===== src/rtl/pnm_pkg.sv =====
package pnm_pkg;
  typedef enum logic [1:0] {
    MODE_PN9  = 2'b00,
    MODE_PN23 = 2'b01,
    MODE_FIX  = 2'b10,
    MODE_FIX2 = 2'b11
  } pnm_mode_e;

  localparam int PN9_LEN  = 9;
  localparam int PN9_TAP  = 5;
  localparam int PN23_LEN = 23;
  localparam int PN23_TAP = 18;

  function automatic logic is_fixed(input logic [1:0] m);
    return m[1];
  endfunction
endpackage


===== src/rtl/pnm_predict.sv =====
module pnm_predict #(
  parameter int W   = 16,
  parameter int HW  = 32,
  parameter int LEN = 9,
  parameter int TAP = 5
) (
  input  logic [HW-1:0] hist,
  output logic [W-1:0]  word
);
  // hist[0] is the most recent bit; extend the stream by W bits
  function automatic logic [W-1:0] next_word(input logic [HW-1:0] h);
    logic [HW+W-1:0] seq;
    logic [W-1:0]    r;
    seq = '0;
    r   = '0;
    for (int i = 0; i < HW; i++) seq[i] = h[HW-1-i];
    for (int i = HW; i < HW + W; i++) seq[i] = seq[i-LEN] ^ seq[i-TAP];
    for (int i = 0; i < W; i++) r[W-1-i] = seq[HW+i];
    return r;
  endfunction

  always_comb word = next_word(hist);

  initial begin
    assert (LEN <= HW && TAP < LEN) else $error("predictor taps exceed history");
  end
endmodule


===== src/rtl/pnm_history.sv =====
module pnm_history #(
  parameter int W  = 16,
  parameter int HW = 32
) (
  input  logic          clk,
  input  logic          rst,
  input  logic          load,
  input  logic [W-1:0]  din,
  output logic [HW-1:0] hist
);
  always_ff @(posedge clk) begin
    if (rst)       hist <= '0;
    else if (load) hist <= {hist[HW-W-1:0], din};
  end
endmodule


===== src/rtl/pnm_sync.sv =====
module pnm_sync #(
  parameter int SYNC_LEN = 8,
  parameter int LOSS_LEN = 8
) (
  input  logic clk,
  input  logic rst,
  input  logic valid,
  input  logic hit,
  input  logic resync,
  input  logic clr,
  input  logic fixed_mode,
  output logic oos_q,
  output logic err_q
);
  localparam int CMAX = (SYNC_LEN > LOSS_LEN) ? SYNC_LEN : LOSS_LEN;
  localparam int CW   = $clog2(CMAX + 1);
  localparam logic [CW-1:0] SYNC_LAST = CW'(SYNC_LEN - 1);
  localparam logic [CW-1:0] LOSS_LAST = CW'(LOSS_LEN - 1);

  logic [CW-1:0] good_run;
  logic [CW-1:0] bad_run;

  always_ff @(posedge clk) begin
    if (rst) begin
      oos_q    <= 1'b1;
      err_q    <= 1'b0;
      good_run <= '0;
      bad_run  <= '0;
    end else if (resync) begin
      oos_q    <= 1'b1;
      good_run <= '0;
      bad_run  <= '0;
      if (clr) err_q <= 1'b0;
    end else if (valid) begin
      if (!hit && (fixed_mode || !oos_q)) err_q <= 1'b1;
      if (oos_q) begin
        if (!hit) begin
          good_run <= '0;
        end else if (good_run == SYNC_LAST) begin
          oos_q    <= 1'b0;
          good_run <= '0;
          bad_run  <= '0;
        end else begin
          good_run <= good_run + 1'b1;
        end
      end else begin
        if (hit) begin
          bad_run <= '0;
        end else if (bad_run == LOSS_LAST) begin
          oos_q    <= 1'b1;
          bad_run  <= '0;
          good_run <= '0;
        end else begin
          bad_run <= bad_run + 1'b1;
        end
      end
    end
  end

  p_reset_r1: assert property (@(posedge clk) rst |=> (oos_q && !err_q));
  p_gain_r4: assert property (@(posedge clk) disable iff (rst)
    $fell(oos_q) |-> $past(valid && hit && !resync));
  p_err_rise_r5: assert property (@(posedge clk) disable iff (rst)
    $rose(err_q) |-> $past(valid && !hit && !resync));
  p_err_sticky_r5: assert property (@(posedge clk) disable iff (rst)
    (err_q && !clr) |=> err_q);
  p_loss_r6: assert property (@(posedge clk) disable iff (rst)
    $rose(oos_q) |-> $past(resync || (valid && !hit)));
  p_clr_wins_r8: assert property (@(posedge clk) disable iff (rst)
    clr |=> (!err_q && oos_q));
endmodule


===== src/rtl/pn_word_monitor.sv =====
module pn_word_monitor #(
  parameter int W        = 16,
  parameter int SYNC_LEN = 8,
  parameter int LOSS_LEN = 8
) (
  input  logic         clk,
  input  logic         rst,
  input  logic         in_valid,
  input  logic [W-1:0] in_data,
  input  logic [1:0]   mode,
  input  logic [W-1:0] pat_value,
  input  logic         clr,
  output logic         out_of_sync,
  output logic         err_flag
);
  import pnm_pkg::*;

  localparam int HW = 2 * W;
  localparam logic [W-1:0] TOP_BIT = {1'b1, {(W-1){1'b0}}};

  logic [1:0]    mode_q;
  logic          mode_chg;
  logic          resync;
  logic [W-1:0]  rx_word;
  logic [HW-1:0] hist;
  logic [W-1:0]  pred [2];
  logic [W-1:0]  pred_sel;
  logic          hit;
  logic          hist_load;
  logic [W-1:0]  hist_din;
  logic          oos_i;
  logic          err_i;

  always_ff @(posedge clk) begin
    if (rst) mode_q <= MODE_PN9;
    else     mode_q <= mode;
  end

  assign mode_chg = (mode != mode_q);
  assign resync   = mode_chg || clr;
  assign rx_word  = in_data ^ TOP_BIT;

  for (genvar g = 0; g < 2; g++) begin : g_pred
    localparam int LEN_G = (g == 0) ? PN9_LEN : PN23_LEN;
    localparam int TAP_G = (g == 0) ? PN9_TAP : PN23_TAP;
    pnm_predict #(.W(W), .HW(HW), .LEN(LEN_G), .TAP(TAP_G)) u_pred (
      .hist (hist),
      .word (pred[g])
    );
  end

  assign pred_sel = pred[mode[0]];
  assign hit = is_fixed(mode) ? (in_data == pat_value) : (rx_word == pred_sel);

  assign hist_load = in_valid;
  assign hist_din  = (oos_i || resync) ? rx_word : pred_sel;

  pnm_history #(.W(W), .HW(HW)) u_hist (
    .clk  (clk),
    .rst  (rst),
    .load (hist_load),
    .din  (hist_din),
    .hist (hist)
  );

  pnm_sync #(.SYNC_LEN(SYNC_LEN), .LOSS_LEN(LOSS_LEN)) u_sync (
    .clk        (clk),
    .rst        (rst),
    .valid      (in_valid),
    .hit        (hit),
    .resync     (resync),
    .clr        (clr),
    .fixed_mode (is_fixed(mode)),
    .oos_q      (oos_i),
    .err_q      (err_i)
  );

  assign out_of_sync = oos_i;
  assign err_flag    = err_i;

  p_mode_change_r9: assert property (@(posedge clk) disable iff (rst)
    mode_chg |=> out_of_sync);
  p_idle_r10: assert property (@(posedge clk) disable iff (rst)
    (!in_valid && !clr && !mode_chg) |=> ($stable(out_of_sync) && $stable(err_flag) && $stable(hist)));
  p_pn_err_locked_r4: assert property (@(posedge clk) disable iff (rst)
    (in_valid && !is_fixed(mode) && out_of_sync && !err_flag && !resync) |=> !err_flag);
endmodule


===== config.mk =====
export PLATFORM = sky130hd
export DESIGN_NAME = pn_word_monitor
export DESIGN_NICKNAME = d
export VERILOG_FILES = /design/src/rtl/pnm_pkg.sv /design/src/rtl/pnm_predict.sv /design/src/rtl/pnm_history.sv /design/src/rtl/pnm_sync.sv /design/src/rtl/pn_word_monitor.sv
export SDC_FILE = /design/constraint.sdc
export NUM_CORES = 1
export LEC_CHECK = 0
export CORE_ASPECT_RATIO = 0.6
export CORE_MARGIN = 8
export CORE_UTILIZATION = 49
export CTS_CLUSTER_DIAMETER = 150
export DETAILED_ROUTE_END_ITERATION = 10
export PLACE_DENSITY = 0.78
export SLEW_MARGIN = 5
export SYNTH_ARGS = -nofsm -noshare
export SYNTH_HDL_FRONTEND = slang
export SYNTH_SLANG_ARGS = --single-unit
export TNS_END_PERCENT = 1

===== constraint.sdc =====
create_clock -name clk -period 2.65 [get_ports clk]
set_input_delay 0.53 -clock clk [delete_from_list [all_inputs] [get_ports clk]]
set_output_delay 0.53 -clock clk [all_outputs]
set_load 0.05 [all_outputs]

---- After elaboration in Yosys (flattened, before gate mapping) ----
Index checks and enable logic that the tools add are counted.
cells by class
  mux-type cells .......................... 24
  $lt $le $gt $ge ......................... 1
  equal/unequal tests ..................... 9
  bitwise gates (word level) .............. 34
  add/sub/neg operators ................... 2
  $mul .................................... 0
  divide/modulo/power cells ............... 0
  reductions and logical operators ........ 13
  shifts and indexed selects .............. 0
operator list
  operator             count
  $mux 16              4
  $mux 4               10
  $eq 16x16->1         2
  $xor 1x1->1          32
  $mux 1               10
  $reduce_and 3->1     3
  $add 4x1->4 const B  2
  $eq 4x3->1 const B   2
  $ne 2x2->1 const B   3
  $reduce_bool 2->1    3
  $logic_or 1x1->1     3
  $ge 2x2->1 const B   1
  $logic_not 1->1      2
  $ne 2x1->1 const B   1
  $ne 2x2->1           1
  $not 1->2            1
  $reduce_or 2->1      1
  $logic_and 1x1->1    1
  $not 1->1            1
storage, ports and cells
  ROM bits ................................ 0
  logic and storage cells ................. 89
  flip-flop bits (word level) ............. 35
  output and inout port bits .............. 2
  bits in writable memories ............... 0
  memories kept ........................... 0
  bits of input ports ..................... 38
  bits in latches ......................... 0

---- Logic depth before layout (Yosys ltp) ----
Gate-level depths: netlist of run 1.
  depth in word-level cells ............... 14
  mapped depth ............................ 11
  depth with buffers taken out ............ 7

---- Cells and area by module ----
From an unflattened synthesis of run 1, not the netlist that was laid out.
unflattened totals
  cell total of the unflattened synthesis .. 312
  area, all modules ....................... 2845.2 um^2
modules (own cells, without submodules)
  module                           cells an instance  times used  seq. area each (um^2)  area each (um^2)
  pnm_history                      103                1           640.6                  1163.6
  pn_word_monitor                  104                1           40.0                   810.8
  pnm_sync                         68                 1           200.2                  559.3
  pnm_predict at g_pred[0].u_pred  21                 1           0.0                    171.4
  pnm_predict at g_pred[1].u_pred  16                 1           0.0                    140.1

---- Worst setup path before layout of run 1 ----
Ideal clock, no wire load.
  path kind ............................... input-to-reg
  start point ............................. input port mode[0]
  end point ............................... register u_sync.oos_q
  cell stages on the path ................. 8
  required time ........................... 2.530 ns
  slack ................................... 0.148 ns
  arrival time ............................ 2.382 ns
  setup time .............................. 0.120 ns
  buffers on the path ..................... 2
  cells stage by stage .................... buf_6 -> mux2_2 -> xnor2_1 -> nor4_2 -> nand4_1 -> or4_4 -> buf_6 -> a211o_1
between the ends
  cells in the longest elaborated chain, start to end .. 8
  elaborated cells between the ends (all ways) .. 12
  those cells by class .................... 2 x eq/ne; 7 x mux; 1 x bitwise; 2 x reduce/logical
RTL lines
  what                                        line                            text
  from (decl)                                 pn_word_monitor.sv:10           input logic [1:0] mode,
  $not 1->2 (implied by the code)             pn_word_monitor.sv:52           assign pred_sel = pred[mode[0]];
  $mux 16 (implied by the code) (3 in a row)  pn_word_monitor.sv:52
  $eq 16x16->1                                pn_word_monitor.sv:53           assign hit = is_fixed(mode) ? (in_data == pat_value) : (rx_word == pred_sel);
  $mux 1                                      pn_word_monitor.sv:53
  $mux 1, on equally long branches            pnm_sync.sv:47, pnm_sync.sv:37
  $mux 1                                      pnm_sync.sv:36                  if (oos_q) begin
  to (signal assigned)                        pnm_sync.sv:30                  oos_q <= 1'b1;
  to (signal assigned)                        pnm_sync.sv:40                  oos_q <= 1'b0;
  to (signal assigned)                        pnm_sync.sv:50                  oos_q <= 1'b1;
  to (decl)                                   pnm_sync.sv:12                  output logic oos_q,
Several ways; a longest one is shown, not always the timed one. The select of a mux whose other input is x is not followed.
A chain may end at the register's enable or synchronous reset.

---- Worst setup path in the final report of run 1 ----
Same ends and word-level chain as after synthesis.

==> out/summary.txt, run 1 <==
outcome: finished, final reports clean
Pwr Total: 1.37 mW
vias per inst: 5.36
Synth cell types: 42
simple-gate share of the synthesized area: 14.6%
DP HPWL: 5.48 mm
Worst VDD drop: 0.280 mV
Hold-fix buffers, CTS: 0
flop-to-flop setup slack: 0.16 ns
register area: 702 µm²
vias in the first global route: 2071
CP Class: in -> reg
Final Max Tran Viols: 0
1st-iter DRT viols: 156
actual slew at the worst max-slew pin: 0.492 ns
first-pass GRT wire length: 11.2 mm
highest clock rate: 396 MHz
register area share after synthesis: 28.2%
largest area contributor in the netlist: dfxtp_1
nets@finish: 398
#FFs+latches synth: 35
Area Growth Syn to Fin: 33.4%
post-synthesis mux area share: 14.5%
Via Count: 2276
Startpoint Class: input pin
Max-Cap Viols: 0
Setup Viol. Count Final: 0
initial antenna violation count: 0
CP max FO: 12
Clock transition at path regs: 0.07 ns
Synth Instances: 281
Core Rows: 20
Hold Path Depth: 1
Die Y: 71.2 µm
family with the most delay on the worst path: simple AND/OR/NAND/NOR gates
Final ANT Viol Nets: 0
# IOs: 40
IO buf count: 39
RSZ-0062 raised after global routing: no
H-tree Lvls: 2
commonest cells in the netlist: 39 x nor2_1, 39 x xnor2_1, 35 x dfxtp_1, 27 x mux2i_1, 22 x xor2_1
setup TNS: 0 ns
Leakage Power: 1.37 nW
Mapped Nets: 321
xor/xnor share of the synthesized area: 23.1%
share of cells above drive strength 1: 20.9%
pwr dens: 414 mW/mm²
Main synth FF type: dfxtp_1
GPL Wtd Cong: 1.03
RR Startpoint: u_hist.hist[4]
relative slew slack: 66.8%
CTS tree: built
post-synthesis compound-gate area fraction: 13.7%
Critical Path End Type: flip-flop
Clock Path Buffers: 2
total CTS buffers: 5
Residual DRC: 0
WL final: 6.97 mm
fillers: 395
worst path cell trace: dlygate4sd2_1, buf_6, mux2i_1, xor2_1, xor2_1, nand4_1, or4_4, a211o_1
Worst Hold End: u_sync.err_q
DRT Pass-1 Iters: 5
global route total overflow: 0
mapped cell area: 0.00249 mm²
largest net degree at the start of global routing: 27
top cell type's share of synthesized area: 28.2%
Crit Reg-Reg Endpoint: u_sync.oos_q
post-synthesis adder-cell area fraction: 1.01%
ys async rst share: 0%
die width: 108 µm
multi-input logic area: 0.00168 mm²
EDFF count, synth: 0
ranking of synthesized cells by area: dfxtp_1 28%, xnor2_1 14%, mux2i_1 11%, xor2_1 7.8%, nor2_1 5.9%
clock latency on the worst-skew pair: 0.29 ns
Hold Path Class: reg -> reg
CP required: 2.84 ns
Worst Path Buf+Inv: 2
final setup skew: 0.0106 ns
period utilization: 95.2%
root buf cell: clkbuf_8
largest family of logic cells by synthesized area: XOR/XNOR gates
Die ar.: 0.00768 mm²
n_diodes: 0
R2R depth: 7
Fin Hold WS: 0.504 ns
total track usage: 18.4%
slowest CP cell: or4_4
critical path's most frequent cell: xor2_1
CP peak stage delay: 0.62 ns
mean post-synth cell area: 8.85 µm²
Starting Density: 49.9%
Core ar.: 0.00498 mm²
CP arrival: 2.71 ns
synth warn: 0
hold wc startpoint: u_sync.err_q
Final Critical Period: 2.52 ns
final hold vios: 0
Clock Sink Count: 35
drt wl/cell: 16.4 µm
## routing by layer
layer	vias up	global-route usage, %	share of wire (%)
met1	1050	28.3	50
met2	93	24.7	40
met5	-	0	0
li1	1123	-	-
met4	0	3.67	0.86
met3	10	4.26	9.0
## placed cells by master (no fill, tap or decap), types with 6 or more instances in the layout
master	Yosys	layout
xnor2_1	39	39
mux2i_1	27	27
nor2_1	39	39
nand2_1	14	14
buf_4	0	48
a211oi_1	7	7
clkdlybuf4s50_1	0	38
nand4_1	6	6
o21ai_0	15	15
a21oi_1	10	10
dfxtp_1	35	34
xor2_1	22	20
## registers in the layout, summed over array words and instances, names as in the netlist
register,flops
mode_q,2
u_hist.hist,23
u_sync.bad_run,4
u_sync.err_q,1
u_sync.good_run,4
u_sync.oos_q,1
## power by group
group	leakage [nW]	switching, mW	internal (mW)	total [mW]
clock network	0.0422	0.195	0.185	0.380
logic	1.04	0.189	0.231	0.419
registers	0.287	0.0267	0.548	0.575
## per-stage QoR
stage               util [%]  std cells  worst slack (ns)  instance area [µm²]
floorplan                  -        281             0.148                 2490
detailed placement      64.0        413            -0.432                 3190
global route            66.6        425            0.0235                 3320
global placement        64.0        413            -0.393                 3190
CTS                     65.7        421             0.110                 3270
finish                  66.6        425             0.127                 3320
## cell families after synthesis
logic type / count (synthesis)
AND/OR/NAND/NOR: 79
XOR/XNOR: 63
AO/OA/AOI/OAI: 48
flip-flops: 35
multiplexers: 33
buffers and inverters: 21
adder cells (fa/ha/maj): 2
## timing repair
item                       in CTS  in global routing
setup endpoints to repair      10                  2
gates resized for setup         2                  3
pin swaps                       1                  1
setup buffers                   0                  4
## worst max-delay path by stage
| stage | startpoint | endpoint | slack [ns] | cells past startpoint |
|---|---|---|---|---|
| global placement | mode[0] | u_sync.oos_q | -0.39 | 8 |
| floorplan | mode[0] | u_sync.oos_q | 0.15 | 8 |
| detailed placement | mode[0] | u_sync.oos_q | -0.43 | 8 |
| global route | mode[0] | u_sync.oos_q | 0.02 | 8 |
| CTS | u_hist.hist[6] | u_sync.oos_q | 0.11 | 8 |
| finish | mode[0] | u_sync.oos_q | 0.13 | 8 |
## cell type report
type	instances	area share (%)
tap	66	2.49
clock buffer	7	2.30
inverter	3	0.340
timing repair buffer	88	22.9
multi-input combinational	225	50.6
clock inverter	1	0.151
sequential	35	21.2
Power figures use the tool's default switching activity.
==> run 2, diff against run 1 <==
--- a/config.mk
+++ b/config.mk
@@ -6,9 +6,7 @@
 export NUM_CORES = 1
 export LEC_CHECK = 0
 export CORE_ASPECT_RATIO = 0.6
-export CORE_MARGIN = 8
 export CORE_UTILIZATION = 49
-export CTS_CLUSTER_DIAMETER = 150
 export DETAILED_ROUTE_END_ITERATION = 10
 export PLACE_DENSITY = 0.78
 export SLEW_MARGIN = 5
==> run 2 against run 1 <==
Compared with the run above: final cell count fell by 0.24%; cell area rose by 0.91%; critical endpoint unchanged; non-clock buffer count rose by 2; critical path depth did not move; setup slack got worse by 0.033 ns; maximum frequency fell by 1.3%; highest routed layer unchanged; via count fell by 0.40%; utilization rose by 4.1 points; clock power fell by 1%; global-route usage rose by 9.1 points.
==> out/summary.txt, run 2 (same netlist as run 1, synthesis figures left out) <==
fillers: 358
actual slew at the worst max-slew pin: 0.515 ns
pwr dens: 410 mW/mm²
DRT Pass-1 Iters: 4
highest clock rate: 391 MHz
period utilization: 96.4%
share of cells above drive strength 1: 21.3%
setup TNS: 0 ns
Inst Count DP: 415
nets@finish: 400
n_diodes: 0
Core Rows: 19
final cell count without fillers: 424
Hold Path Class: reg -> reg
total CTS buffers: 5
IO buf count: 39
clock latency on the worst-skew pair: 0.28 ns
Leakage Power: 1.39 nW
vias per inst: 5.35
Area Growth Syn to Fin: 34.6%
initial antenna violation count: 0
relative slew slack: 65.6%
WL final: 6.82 mm
final setup skew: 0.00718 ns
Residual DRC: 0
R2R depth: 7
RR Startpoint: u_hist.hist[3]
GPL Wtd Cong: 0.935
Max-Cap Viols: 0
Via Count: 2267
Clock Sink Count: 35
Die ar.: 0.00537 mm²
Core ar.: 0.00473 mm²
most common cell after layout, fill and taps aside: buf_4
Clock transition at path regs: 0.07 ns
die width: 94.0 µm
Final Max Tran Viols: 0
CTS tree: built
Startpoint Class: input pin
CP Class: in -> reg
first-pass GRT wire length: 11.0 mm
Crit Reg-Reg Endpoint: u_sync.oos_q
Worst Hold End: u_sync.err_q
hold wc startpoint: u_sync.err_q
most frequent cells in the layout: 48 x buf_4, 39 x nor2_1, 39 x xnor2_1, 38 x clkdlybuf4s50_1, 33 x dfxtp_1
CP arrival: 2.74 ns
Final ANT Viol Nets: 0
total track usage: 27.5%
CP required: 2.83 ns
final hold vios: 0
largest net degree at the start of global routing: 28
DP HPWL: 5.43 mm
Largest register FFs: 23
Critical Path End Type: flip-flop
Largest Register: u_hist.hist
Final Critical Period: 2.56 ns
vias in the first global route: 2213
Starting Density: 52.6%
Worst VDD drop: 0.331 mV
root buf cell: clkbuf_8
RSZ-0062 raised after global routing: no
drt wl/cell: 16.1 µm
# IOs: 40
outcome: finished, final reports clean
CP max FO: 12
flop-to-flop setup slack: 0.24 ns
H-tree Lvls: 2
Die Y: 57.2 µm
global route total overflow: 0
Top Registers: u_hist.hist x23, u_sync.bad_run x4, u_sync.good_run x4
Clock Path Buffers: 2
1st-iter DRT viols: 151
Setup Viol. Count Final: 0
Pwr Total: 1.37 mW
Hold Path Depth: 1
==> run 2: cell types whose count changed in the layout (fill, tap and decap cells not counted), sizes merged <==
cell and delta:
buf +2
==> run 2: critical path, stage by stage <==
cell	delay [ns]
dlygate4sd2_1	0.30
buf_6	0.18
buf_4	0.15
o21ai_0	0.34
xnor2_1	0.17
nand4_1	0.11
or4_4	0.64
a211o_1	0.31
==> run 2: final cells by class <==
type	instances	area, µm²	area share, %
clock buffers	7	76.3	2.28
clock inverters	1	5.00	0.150
inverters	3	11.3	0.337
multi-input cells	225	1670	49.9
flip-flops and latches	35	703	21.0
well taps	63	78.8	2.36
repair buffers	90	801	23.9
==> run 2: routing by layer <==
metal | part of all wire (%) | GRT usage, % | vias up
li1 | - | - | 1134
met1 | 45 | 39.9 | 1031
met2 | 42 | 40.5 | 98
met3 | 12 | 7.33 | 4
met4 | 0.59 | 7.03 | 0
met5 | 0 | 0 | -
==> run 2: worst max path at each step <==
stage | start | end | slack (ns)
floorplan | mode[0] | u_sync.oos_q | 0.15
global placement | mode[0] | u_sync.oos_q | -0.41
detailed placement | mode[0] | u_sync.oos_q | -0.44
CTS | u_hist.hist[4] | u_sync.oos_q | 0.03
global route | mode[0] | u_sync.oos_q | 0.0007
finish | mode[0] | u_sync.oos_q | 0.09
==> run 2: stage by stage <==
step | cell area (µm²) | setup WS, ns | hold WS, ns | util [%]
finish | 3350 | 0.0946 | 0.486 | 70.7
global route | 3350 | 0.000714 | 0.514 | 70.7
CTS | 3330 | 0.0251 | 0.484 | 70.4
detailed placement | 3240 | -0.436 | 0.462 | 68.6
global placement | 3240 | -0.405 | 0.463 | 68.6
floorplan | 2490 | 0.148 | 0.480 | -
==> run 2: where the power goes <==
part | internal, mW | switching (mW) | leakage, nW
sequential | 0.548 | 0.0270 | 0.288
combinational | 0.235 | 0.188 | 1.06
clock | 0.185 | 0.190 | 0.0422
==> run 2: timing repair <==
item / CTS / global route
resized for setup: 2 / 4
endpoints found under the setup margin: 15 / 9
cloned: 0 / 0
buffers inserted: 0 / 1
hold buffers: 0 / 0
pin swaps: 0 / 1
==> run 3, diff against run 2 <==
==> constraint.sdc (replaced) <==
create_clock -name clk -period 2.3 [get_ports clk]
set_input_delay 0.46 -clock clk [delete_from_list [all_inputs] [get_ports clk]]
set_output_delay 0.46 -clock clk [all_outputs]
set_load 0.05 [all_outputs]
==> run 3 against run 2 <==
Compared with the run above: the flow now finishes with violations (negative setup slack); global-route usage up 3.9 points; final cell count is 3.8% higher; register-to-register slack got worse by 0.38 ns; critical path depth unchanged; flip-flop and latch count is the same; hold slack improved by 0.037 ns; non-clock buffer count is 15 higher; combinational power rose by 41%.
==> out/summary.txt, run 3 (same netlist as run 1, synthesis figures left out) <==
most common cell after layout, fill and taps aside: buf_4
final hold vios: 0
hold wc startpoint: u_sync.err_q
Startpoint Class: input pin
Via Count: 2549
Starting Density: 52.6%
Critical Path End Type: flip-flop
Residual DRC: 0
highest clock rate: 407 MHz
most frequent cells in the layout: 61 x buf_4, 39 x nor2_1, 38 x clkdlybuf4s50_1, 35 x xnor2_1, 33 x dfxtp_1
Max-Cap Viols: 0
WL final: 8.46 mm
CP max FO: 7
drt wl/cell: 19.2 µm
outcome: complete, but fails checks
Final ANT Viol Nets: 0
Clock Path Buffers: 2
Met1 Wirelength: 3.84 mm
Hold Path Depth: 1
failing checks: negative setup slack
initial antenna violation count: 0
global route total overflow: 0
critical path's most frequent cell: buf_4
final setup skew: 0.00687 ns
Die Y: 57.2 µm
Hold Path Class: reg -> reg
Worst VDD drop: 0.380 mV
total track usage: 31.4%
DR WL met2: 3.61 mm
vias per inst: 5.79
RSZ-0062 raised after global routing: yes
flop-to-flop setup slack: -0.14 ns
# IOs: 40
fillers: 316
Worst Path Buf+Inv: 3
fin worst setup slack: -0.154 ns
Area Growth Syn to Fin: 43.8%
vias in the first global route: 2385
Largest register FFs: 23
1st-iter DRT viols: 240
Clock Sink Count: 35
actual slew at the worst max-slew pin: 0.505 ns
DRT Pass-1 Iters: 5
top routing layer in use: met4
CP arrival: 2.64 ns
worst path cell trace: dlygate4sd2_1, buf_4, buf_4, a21oi_1, xnor2_1, nand4_1, or4_4, a211o_1
Top Registers: u_hist.hist x23, u_sync.bad_run x4, u_sync.good_run x4
Hold-fix buffers, CTS: 0
Routed met3 length: 833 µm
Core Rows: 19
Worst Hold End: u_sync.err_q
fin area: 0.00358 mm²
GPL Wtd Cong: 0.918
relative slew slack: 66.2%
R2R depth: 8
Clock transition at path regs: 0.08 ns
pwr dens: 493 mW/mm²
period utilization: 107%
nets@finish: 416
Fin Hold WS: 0.523 ns
clock latency on the worst-skew pair: 0.29 ns
IO buf count: 39
first-pass GRT wire length: 12.3 mm
largest net degree at the start of global routing: 30
H-tree Lvls: 2
die width: 94.0 µm
Crit Reg-Reg Endpoint: u_sync.oos_q
Setup Viol. Count Final: 10
family with the most delay on the worst path: simple AND/OR/NAND/NOR gates
total CTS buffers: 5
Final Critical Period: 2.45 ns
Core ar.: 0.00473 mm²
Die ar.: 0.00537 mm²
root buf cell: clkbuf_8
RR Startpoint: u_hist.hist[4]
Leakage Power: 1.51 nW
CP Class: in -> reg
Post-DP Area: 0.00329 mm²
CTS tree: built
Largest Register: u_hist.hist
CP peak stage delay: 0.62 ns
CP required: 2.49 ns
Final Max Tran Viols: 0
share of cells above drive strength 1: 27.1%
DP HPWL: 5.68 mm
n_diodes: 0
slowest CP cell: or4_4
run 3: changes by cell type in the layout (fill, tap and decap cells not counted), moves of 4 or more:
cell / change
o21ai_1: +4
xnor2_1: -4
buf_4: +13
o21ai_0: -4
run 3: worst max-delay path by stage:
stage / start / to / slack (ns) / cells after the start
after CTS: u_hist.hist[4] / u_sync.oos_q / -0.18 / 8
after global placement: mode[0] / u_sync.oos_q / -0.56 / 8
after detailed placement: mode[0] / u_sync.oos_q / -0.61 / 8
after floorplan: mode[0] / u_sync.oos_q / 0.02 / 8
final: mode[0] / u_sync.oos_q / -0.15 / 8
after global routing: mode[0] / u_sync.good_run[0] / -0.22 / 9
run 3: repair_timing:
| item | in CTS | in global routing |
|---|---|---|
| gates resized for setup | 13 | 7 |
| pin swaps | 10 | 8 |
| gates cloned | 1 | 0 |
| setup buffers | 8 | 3 |
| setup endpoints to repair | 26 | 23 |
run 3: where the power goes:
group / internal, mW / leakage [nW] / switching, mW
logic: 0.324 / 1.17 / 0.272
clock network: 0.273 / 0.0505 / 0.236
registers: 0.631 / 0.288 / 0.0282
run 3: routing by layer:
layer  track usage [%]  up-vias
met5                 0        -
met4              10.1        0
met3              8.80       23
met2              46.1      141
met1              44.7     1223
li1                  -     1162
run 3: worst register-to-register path, stage by stage, from the launching register on:
cell     delay, ns
dfxtp_4       0.37
buf_6         0.14
xnor2_4       0.13
mux2_4        0.30
xnor2_2       0.14
nor4_2        0.31
nand4_1       0.18
or4_4         0.49
a211o_1       0.27
run 3: cell type report:
type,instances,area [µm²],area share [%]
timing repair buffer,105,921,25.8
multi-input combinational,226,1760,49.1
sequential,35,706,19.7
clock inverter,1,7.51,0.210
clock buffer,7,96.3,2.69
inverter,3,11.3,0.315
tap,63,78.8,2.20
run 3: metrics by stage:
step                worst slack (ns)  utilization (%)  power [mW]  instances  setup TNS [ns]
CTS                           -0.182             74.5        1.71        437           -1.12
finish                        -0.154             75.6        1.76        440           -1.35
detailed placement            -0.608             69.5        1.17        420          -11.13
global route                  -0.219             75.6        1.82        440           -1.94
global placement              -0.563             69.5        1.16        420           -9.94
floorplan                     0.0161                -       0.943        281               0
